==> src/rtl/bus_fifo_pair.sv <==
module bus_fifo_pair #(
  parameter int DATA_W = 32,
  parameter int DEPTH  = 4,
  parameter int ADDR_W = 4
) (
  input  logic              clk,
  input  logic              rst_n,
  input  logic              bus_wr,
  input  logic              bus_rd,
  input  logic [ADDR_W-1:0] bus_addr,
  input  logic [DATA_W-1:0] bus_wdata,
  output logic [DATA_W-1:0] bus_rdata,
  output logic              eng_tx_valid,
  output logic [DATA_W-1:0] eng_tx_data,
  input  logic              eng_tx_ready,
  input  logic              eng_rx_push,
  input  logic [DATA_W-1:0] eng_rx_data,
  output logic              tx_full,
  output logic              tx_empty,
  output logic              rx_full,
  output logic              rx_empty
);
  localparam int PW = (DEPTH > 1) ? $clog2(DEPTH) : 1;
  localparam int CNT_W = $clog2(DEPTH + 1);
  localparam logic [ADDR_W-1:0] A_TX  = ADDR_W'(0);
  localparam logic [ADDR_W-1:0] A_RX  = ADDR_W'(1);
  localparam logic [ADDR_W-1:0] A_ERR = ADDR_W'(2);
  localparam logic [CNT_W-1:0]  FULL_CNT = CNT_W'(DEPTH);
  localparam logic [PW-1:0]     LAST = PW'(DEPTH - 1);

  logic [DATA_W-1:0] tx_mem [DEPTH];
  logic [DATA_W-1:0] rx_mem [DEPTH];
  logic [PW-1:0]     tx_wp, tx_rp, rx_wp, rx_rp;
  logic [CNT_W-1:0]  tx_cnt, rx_cnt;
  logic [1:0]        err_q;

  logic tx_wr_hit, rx_rd_hit, err_wr_hit;
  logic tx_push, tx_pop, rx_push, rx_pop;
  logic [1:0] err_set, err_clr;

  assign tx_full  = (tx_cnt == FULL_CNT);
  assign tx_empty = (tx_cnt == '0);
  assign rx_full  = (rx_cnt == FULL_CNT);
  assign rx_empty = (rx_cnt == '0);

  assign tx_wr_hit  = bus_wr && (bus_addr == A_TX);
  assign rx_rd_hit  = bus_rd && (bus_addr == A_RX);
  assign err_wr_hit = bus_wr && (bus_addr == A_ERR);

  assign tx_push = tx_wr_hit && !tx_full;
  assign tx_pop  = eng_tx_ready && !tx_empty;
  assign rx_push = eng_rx_push && !rx_full;
  assign rx_pop  = rx_rd_hit && !rx_empty;

  assign err_set = {rx_rd_hit && rx_empty, tx_wr_hit && tx_full};
  assign err_clr = err_wr_hit ? bus_wdata[1:0] : 2'b00;

  assign eng_tx_valid = !tx_empty;
  assign eng_tx_data  = tx_mem[tx_rp];

  always_comb begin
    bus_rdata = '0;
    if (bus_rd) begin
      if (bus_addr == A_RX && !rx_empty) bus_rdata = rx_mem[rx_rp];
      else if (bus_addr == A_ERR)        bus_rdata = DATA_W'(err_q);
    end
  end

  function automatic logic [PW-1:0] bump(input logic [PW-1:0] p);
    return (p == LAST) ? '0 : p + PW'(1);
  endfunction

  always_ff @(posedge clk) begin
    if (tx_push) tx_mem[tx_wp] <= bus_wdata;
    if (rx_push) rx_mem[rx_wp] <= eng_rx_data;
  end

  always_ff @(posedge clk) begin
    if (!rst_n) begin
      tx_wp  <= '0;
      tx_rp  <= '0;
      tx_cnt <= '0;
      rx_wp  <= '0;
      rx_rp  <= '0;
      rx_cnt <= '0;
      err_q  <= '0;
    end else begin
      if (tx_push) tx_wp <= bump(tx_wp);
      if (tx_pop)  tx_rp <= bump(tx_rp);
      if (tx_push && !tx_pop)      tx_cnt <= tx_cnt + CNT_W'(1);
      else if (tx_pop && !tx_push) tx_cnt <= tx_cnt - CNT_W'(1);
      if (rx_push) rx_wp <= bump(rx_wp);
      if (rx_pop)  rx_rp <= bump(rx_rp);
      if (rx_push && !rx_pop)      rx_cnt <= rx_cnt + CNT_W'(1);
      else if (rx_pop && !rx_push) rx_cnt <= rx_cnt - CNT_W'(1);
      err_q <= (err_q & ~err_clr) | err_set;
    end
  end
endmodule


==> config.mk <==
export PLATFORM = sky130hd
export DESIGN_NAME = bus_fifo_pair
export DESIGN_NICKNAME = d
export VERILOG_FILES = /design/src/rtl/bus_fifo_pair.sv
export SDC_FILE = /design/constraint.sdc
export NUM_CORES = 1
export LEC_CHECK = 0
export ABC_CLOCK_PERIOD_IN_PS = 3000
export BUFFER_PORTS_ARGS = -buffer_cell sky130_fd_sc_hd__buf_2
export CAP_MARGIN = 20
export CELL_PAD_IN_SITES_DETAIL_PLACEMENT = 2
export CELL_PAD_IN_SITES_GLOBAL_PLACEMENT = 2
export CORE_MARGIN = 5
export CORE_UTILIZATION = 46
export CTS_BUF_LIST = sky130_fd_sc_hd__clkbuf_2 sky130_fd_sc_hd__clkbuf_4 sky130_fd_sc_hd__clkbuf_8
export CTS_CLUSTER_DIAMETER = 40
export DETAILED_ROUTE_END_ITERATION = 6
export PLACE_DENSITY_LB_ADDON = 0.08
export SKIP_CTS_REPAIR_TIMING = 1
export SLEW_MARGIN = 20
export SYNTH_ARGS = -nofsm -noshare
export SYNTH_HDL_FRONTEND = slang
export SYNTH_SLANG_ARGS = --single-unit
export TNS_END_PERCENT = 30
==> constraint.sdc <==
create_clock -name clk -period 3 [get_ports clk]
set_input_delay 0.3 -clock clk [delete_from_list [all_inputs] [get_ports clk]]
set_output_delay 0.3 -clock clk [all_outputs]
set_load 0.02 [all_outputs]
=== Yosys cells after proc, flatten, opt, wreduce, memory -nomap -nowiden ===
Memory sizes are Yosys's and may differ from the RTL's. A register that Yosys moved wholly into a read port is not among the register bits.
Index checks and enable logic that the tools add are counted.
W data, S select, Z words.

* Bits in registers: 16
* Memory bits (writable): 256
* Output and inout port bits: 69
* Logic and storage cells: 75
* Memories: 2

{| class="wikitable"
|+ Memories
! memory !! depth !! bits a word !! read ports !! clocked after memory_dff !! wr ports !! line !! text
|-
| rx_mem || 4 || 32 || 1 || 1 || 1 || 32 || <nowiki>logic [DATA_W-1:0] rx_mem [DEPTH];</nowiki>
|-
| tx_mem || 4 || 32 || 1 || 1 || 1 || 31 || <nowiki>logic [DATA_W-1:0] tx_mem [DEPTH];</nowiki>
|}

* $add $sub $neg: 8
* Equal/unequal tests: 8
* Muxes and demuxes: 20
* Bitwise gates (word level): 3
* Reductions and logical operators: 27

{| class="wikitable"
|+ Operator list
! cell !! count
|-
| $mux W32 || 2
|-
| $mux W2 || 10
|-
| $logic_and A1 B1 Y1 || 14
|-
| $mux W3 || 4
|-
| $add A2 B1 Y2 const B || 4
|-
| $eq A2 B2 Y1 const B || 4
|-
| $logic_not A1 Y1 || 8
|-
| $add A3 B1 Y3 const B || 2
|-
| $eq A3 B3 Y1 const B || 2
|-
| $logic_not A3 Y1 || 2
|-
| $sub A3 B1 Y3 const B || 2
|-
| $eq A4 B1 Y1 const B || 1
|-
| $eq A4 B2 Y1 const B || 1
|-
| $logic_not A4 Y1 || 1
|-
| $mux W1 || 4
|-
| $reduce_bool A2 Y1 || 2
|-
| $and A2 B2 Y2 || 1
|-
| $not A2 Y2 || 1
|-
| $or A2 B2 Y2 || 1
|}

=== Longest topological paths before layout ===
Gate-level depths: netlist of run 1.

* Depth after elaboration: 7
* Mapped depth: 9
* Mapped depth without buffers: 8

=== Worst setup path after synthesis of run 1 ===
No wires, ideal clock.

* Kind: reg-to-reg
* Start: reg rx_cnt[0]
* End: reg rx_cnt[2]
* Setup time: 0.071 ns
* Data arrival time: 2.338 ns
* Data required time: 2.929 ns
* Path slack: 0.591 ns
* Cell stages (with the launch flop): 10
* Cell sequence: dfxtp_1 > nor3_2 > nand3b_2 > buf_6 > ha_1 > inv_1 > fa_1 > xor2_1 > or3_1 > a21oi_1

* Longest elaborated chain between the ends: 6
* Elaborated cells between the ends (all ways): 15

{| class="wikitable"
|+ Ends and longest elaborated chain
! element !! line !! text
|-
| start: declaration || 34 || <nowiki>logic [CNT_W-1:0] tx_cnt, rx_cnt;</nowiki>
|-
| start signal: assignment || 94 || <nowiki>if (rx_push && !rx_pop) rx_cnt <= rx_cnt + CNT_W'(1);</nowiki>
|-
| start signal: assignment || 95 || <nowiki>else if (rx_pop && !rx_push) rx_cnt <= rx_cnt - CNT_W'(1);</nowiki>
|-
| $logic_not A3 Y1 * || 44 || <nowiki>assign rx_empty = (rx_cnt == '0);</nowiki>
|-
| via rx_empty || 21 || <nowiki>output logic rx_empty</nowiki>
|-
| $logic_not A1 Y1 * || 53 || <nowiki>assign rx_pop = rx_rd_hit && !rx_empty;</nowiki>
|-
| $logic_and A1 B1 Y1 * || 53 ||
|-
| $logic_not A1 Y1 || 94 ||
|-
| $logic_and A1 B1 Y1 || 94 ||
|-
| $mux W3 or $reduce_bool A2 Y1 (tied branches) || - ||
|}

Mark *: on every way through the listed nets, which the timed path passes. The rest lies on a longest branch. The select of a mux whose other input is x is not followed.
A chain may end at the register's enable or synchronous reset.

==> flow_summary.toml, run 1 <==
[sta]
fin_crit_ns = 2.54
fmax_mhz = 393
hold_violations = 0
fin_crit_sh_pct = 84.7
rsz0062_at_grt = "no"
final.setup.tns_ns = 0
tightest_slew_ns = 0.562
final-max-slew-violation-count = 0
skew_ns = 0.0101
relSlewSlack_pct = 62.6
setup_viol = 0
holdWs_ns = 0.0356

[cts]
cts_sinks = 276
cts_tree = "yes"
numCtsBuffers = 47
cts_max_path_buffers = 3
h-tree-depth = 2
cts_root_buf = "clkbuf_8"
clk_latency_ns = 0.54
cts.reportedPaths.clkPinSlew_ns = 0.06

[yosys]
yosys-top-cells-area = "edfxtp_1 (73%), mux4_2 (14%), dfxtp_1 (3.8%)"
synth.distinct_cells = 33
synthAdderAreaFrac_pct = 1.80
synth_area_leader_cell = "edfxtp_1"
synthTopCellsByCount = "edfxtp_1 (256), mux4_2 (64), nor2b_1 (31), dfxtp_1 (20), ha_1 (12)"
synth_edf_count = 256
synth_simple_gate_area_share_pct = 4.56
synth_xor_area_share_pct = 0.332
syn_area_sq_mm = 0.0106
synthCells = 483
synth_top_family_by_area = "multiplexers"
synth-seq-cells = 276
synth.top_cell.area_share_pct = 72.8
syn_area_per_cell_sq_um = 21.9
synth_most_common_cell = "edfxtp_1"
async_reset_ff_share_pct = 0
synth.mux.area_fraction_pct = 14.3
synth_nets = 571
ys_warn_count = 0
seq_area_frac_synth_pct = 76.6
ys.flop_type = "edfxtp_1"
synth_compound_area_share_pct = 0.794

[floorplan]
dieArea_sq_mm = 0.0261
die_h_um = 161
core-area_sq_mm = 0.0226
rows = 55
dieWidth_um = 161
io_pins = 143
initial_core_util_pct = 46.6

[drt]
drtIter0Drc = 245
wl_per_cell_um = 22.8
num_vias = 5524
drcViolationCount = 0
antenna_left = 0
finalWirelength_um = 23900
viasPerCell = 5.27
first_pass_iters = 5

[global_route]
grtUsageMet2_pct = 33.0
grt_pass1_wl_um = 35800
grt.met1_usage_pct = 19.9
grt_max_degree = 35
grt_busiest_layer = "met2"
antenna_found_initial = 0
grt_pass1_vias = 6277
track_usage_pct = 17.9
grt_remaining_overflow = 0
met3_usage_pct = 5.51

[critical_path]
crit_chain = "buf_4 > mux4_2 > nor2b_1 > buf_2"
worst_ep_arrival_time_ns = 2.24
r2r_slack_ns = 0.68
worst-setup-path-type = "flop to output pin"
crit_path_start_kind = "flop"
crit_required_ns = 2.70
path_max_fanout = 19
reg2regPathDepth = 8
timing.rr.start = "tx_cnt[0]"
cp-end-kind = "output pin"
r2r-end = "tx_cnt[2]"
slowest_delay_ns = 0.69
cp_slowest_cell = "dfxtp_2"
cp-endpoint = "bus_rdata[5]"

[pwr]
powerDensity_mw_per_mm2 = 688
peakVddDrop_mv = 0.432
p_leak_nw = 4.64

[placement]
hpwl_um = 14400
port_buffers = 142
place_congestion = 0.681

[layout]
drive_gt1_share_pct = 40.1
synthToLayoutAreaGrowth_pct = 24.7
diodes = 0
layout.nets = 822
fill_cells = 1873

[run]
max_cap_violations = 0

[min_path]
min_path_type = "primary input to flop"
holdCritStartpoint = "bus_wdata[1]"
min_delay_path_depth = 1

[outcome]
status = "completed"
[worst min-delay path by stage]
| stage | end | slack (ns) |
|---|---|---|
| floorplan | rx_mem[0][0] | 0.40 |
| global placement | err_q[0] | 0.47 |
| detailed placement | flop | 0.50 |
| CTS | rx_mem[0][22] | -0.07 |
| global route | tx_mem[1][1] | 0.004 |
| finish | tx_mem[1][1] | 0.04 |
[layout make-up]
| type | count | area [sq um] | area share (%) |
|---|---|---|---|
| flip-flops and latches | 276 | 8090 | 61.5 |
| multi-input cells | 177 | 2310 | 17.6 |
| repair buffers | 221 | 1500 | 11.4 |
| clock buffers | 60 | 757 | 5.75 |
| well taps | 285 | 357 | 2.71 |
| clock inverters | 19 | 110 | 0.836 |
| inverters | 11 | 41.3 | 0.314 |
[cells by family after synthesis]
| family | Yosys count |
|---|---|
| AOI/OAI and AO/OA | 15 |
| xor gates and xnor gates | 4 |
| muxes | 71 |
| DFF | 276 |
| buffers and inverters | 30 |
| and+or+nand+nor | 73 |
| adders and majority gates | 14 |
[through the flow]
step	power [mW]	area (sq um)	cells	worst slack, ns	util, %
6_report	9.06	13200	1049	0.458	58.2
5_1_grt	9.50	13200	1049	0.362	58.2
4_1_cts	9.11	12500	986	0.356	55.4
3_5_place_dp	5.93	11700	907	0.403	51.5
3_3_place_gp	5.85	11700	907	0.505	51.5
2_1_floorplan	5.44	10600	483	0.591	-
[power by group]
| part | total [mW] | internal, mW | switching [mW] |
|---|---|---|---|
| clock | 3.16 | 1.72 | 1.44 |
| sequential | 4.49 | 4.41 | 0.0884 |
| combinational | 1.40 | 0.637 | 0.764 |
[worst max-delay path: cells and delay by family (launching register included)]
| family | cells | cell delay (ns) |
|---|---|---|
| muxes | 1 | 0.33 |
| DFF | 1 | 0.69 |
| and+or+nand+nor | 1 | 0.16 |
| buffers and inverters | 2 | 0.52 |
[placed cells by master (no fill, tap or decap), drive strengths merged, types with 2 or more instances in the layout]
cell type,count
and2,8
nand3b,2
o21ai,7
mux2i,7
inv,11
xor2,4
fa,2
edfxtp,256
or3,6
a21oi,5
clkbuf,60
nand2,9
clkinvlp,2
nor3b,4
clkinv,16
nor2,6
dlygate4sd3,63
mux4,64
buf,158
ha,12
nand4b,3
nor2b,31
dfxtp,20
[layer usage]
| metal | up-vias | part of all wire (%) | wire [um] |
|---|---|---|---|
| met5 | - | 0 | 0 |
| li1 | 2467 | - | - |
| met4 | 0 | 2.0 | 473 |
| met3 | 41 | 5.4 | 1300 |
| met1 | 2853 | 39 | 9220 |
| met2 | 163 | 54 | 12900 |
[registers in the layout (all words and copies together) (netlist names), named ones only]
signal and flops:
tx_mem 128, rx_mem 128, rx_cnt 3, tx_rp 2
tx_wp 2, rx_wp 2, err_q 2, rx_rp 2
tx_cnt 3
(Power assumes the default switching activity.)
==> inputs of run 2 (changes only) <==
--- a/config.mk
+++ b/config.mk
@@ -5,13 +5,13 @@
 export SDC_FILE = /design/constraint.sdc
 export NUM_CORES = 1
 export LEC_CHECK = 0
-export ABC_CLOCK_PERIOD_IN_PS = 3000
+export ABC_CLOCK_PERIOD_IN_PS = 2300
 export BUFFER_PORTS_ARGS = -buffer_cell sky130_fd_sc_hd__buf_2
 export CAP_MARGIN = 20
 export CELL_PAD_IN_SITES_DETAIL_PLACEMENT = 2
 export CELL_PAD_IN_SITES_GLOBAL_PLACEMENT = 2
 export CORE_MARGIN = 5
-export CORE_UTILIZATION = 46
+export CORE_UTILIZATION = 41
 export CTS_BUF_LIST = sky130_fd_sc_hd__clkbuf_2 sky130_fd_sc_hd__clkbuf_4 sky130_fd_sc_hd__clkbuf_8
 export CTS_CLUSTER_DIAMETER = 40
 export DETAILED_ROUTE_END_ITERATION = 6
==> constraint.sdc (replaced) <==
create_clock -name clk -period 2.3 [get_ports clk]
set_input_delay 0.23 -clock clk [delete_from_list [all_inputs] [get_ports clk]]
set_output_delay 0.23 -clock clk [all_outputs]
set_load 0.02 [all_outputs]
==> run 2 against run 1 <==
Compared with the run above:
- setup slack got worse by 0.42 ns
- combinational power increased by 37%
- cell count increased by 5.2%
- largest power group unchanged
==> flow_summary.toml, run 2 (same netlist as run 1, synthesis figures left out) <==
[sta]
skew_ns = 0.0161
rsz0062_at_grt = "yes"
fin_crit_sh_pct = 98.4
tightest_slew_ns = 0.394
fin_crit_ns = 2.26
setup_viol = 0
hold_violations = 0
fmax_mhz = 442
relSlewSlack_pct = 73.7
final-max-slew-violation-count = 0

[critical_path]
worst-setup-path-type = "flop to output pin"
cp-end-kind = "output pin"
path_max_fanout = 8
worst_ep_arrival_time_ns = 2.03
crit_path_start_kind = "flop"
crit_required_ns = 2.07
reg2regPathDepth = 7

[drt]
drtIter0Drc = 340
num_vias = 5617
wl_per_cell_um = 22.5
drcViolationCount = 0
viasPerCell = 5.09
finalWirelength_um = 24900
first_pass_iters = 4
antenna_left = 0

[cts]
cts_sinks = 276
cts_max_path_buffers = 3
clk_latency_ns = 0.56
cts.reportedPaths.clkPinSlew_ns = 0.06
cts_root_buf = "clkbuf_8"
cts_tree = "yes"
h-tree-depth = 2
numCtsBuffers = 47

[global_route]
grt_pass1_wl_um = 35800
grt_max_degree = 35
grt_pass1_vias = 6289
antenna_found_initial = 1
track_usage_pct = 16.3
grt_remaining_overflow = 0

[floorplan]
dieArea_sq_mm = 0.0291
core-area_sq_mm = 0.0253
rows = 58
io_pins = 143
initial_core_util_pct = 41.8
dieWidth_um = 170
die_h_um = 170

[layout]
diodes = 0
synthToLayoutAreaGrowth_pct = 28.9
layout.nets = 830
final_cell_mix = "edfxtp_1 (256), buf_2 (129), dlygate4sd3_1 (65)"
final-instance-count-excl-fill = 1104
final_common_cell = "edfxtp_1"
drive_gt1_share_pct = 42.6
largestRegisters = "rx_mem x128, tx_mem x128"

[placement]
hpwl_um = 14700
place_congestion = 0.667
dp.cells = 953
port_buffers = 142

[pwr]
powerDensity_mw_per_mm2 = 896
peakVddDrop_mv = 0.552
totalPowerFinal_mw = 12.2
p_leak_nw = 4.76

[min_path]
min_path_type = "primary input to flop"
min_delay_path_depth = 3

[outcome]
status = "completed"

[run]
max_cap_violations = 0
## run 2: cell types whose count changed in the layout (fill, tap and decap cells not counted), sizes merged
cell and delta:
bufinv +1, buf +3, clkbuf +8, dlygate4sd3 +2, clkinv -6, clkinvlp +2
## run 2: layout make-up
type,instances,area [sq um]
fill,2180,11600
sequential,276,8100
multi-input combinational,177,2330
timing repair buffer,229,1790
clock buffer,65,801
tap,330,413
clock inverter,16,133
inverter,11,41.3
## run 2: metrics by stage
stage                     area, sq um  utilization, %  setup WS [ns]  setup TNS, ns  hold slack (ns)
after floorplan                 10600               -       -0.00515       -0.00515            0.329
after global placement          11900            47.0          0.111              0            0.438
after detailed placement        11900            47.0        -0.0994        -0.0994            0.445
after CTS                       12800            50.7         -0.108          -1.99           -0.155
after global routing            13600            53.9        -0.0767          -1.08           0.0307
final                           13600            53.9         0.0375              0           0.0308
## run 2: power by group
group | switching, mW | total [mW] | internal [mW]
Clock | 1.91 | 4.38 | 2.47
Combinational | 1.01 | 1.92 | 0.907
Sequential | 0.146 | 5.89 | 5.75
## run 2: per-layer routing
metal / GRT usage, % / wire, um / share of wire (%)
met5: 0 / 7 / 0.028
met4: 5.69 / 643 / 2.6
met3: 4.53 / 1450 / 5.8
met2: 28.6 / 12700 / 51
met1: 19.2 / 10100 / 40
## run 2: final timing paths
kind,from,slack (ns),endpoint
setup / recovery,flop,0.04,bus_rdata[22]
hold / removal,rst_n,0.03,err_q[0]
setup reg to reg,tx_cnt[0],0.10,tx_cnt[2]
hold reg to reg,err_q[0],0.48,err_q[0]
## run 2: critical path, stage by stage, from the launching register on
cell,delay [ns]
dfxtp_4,0.41
buf_6,0.20
mux4_2,0.53
nor2b_1,0.16
buf_2,0.17
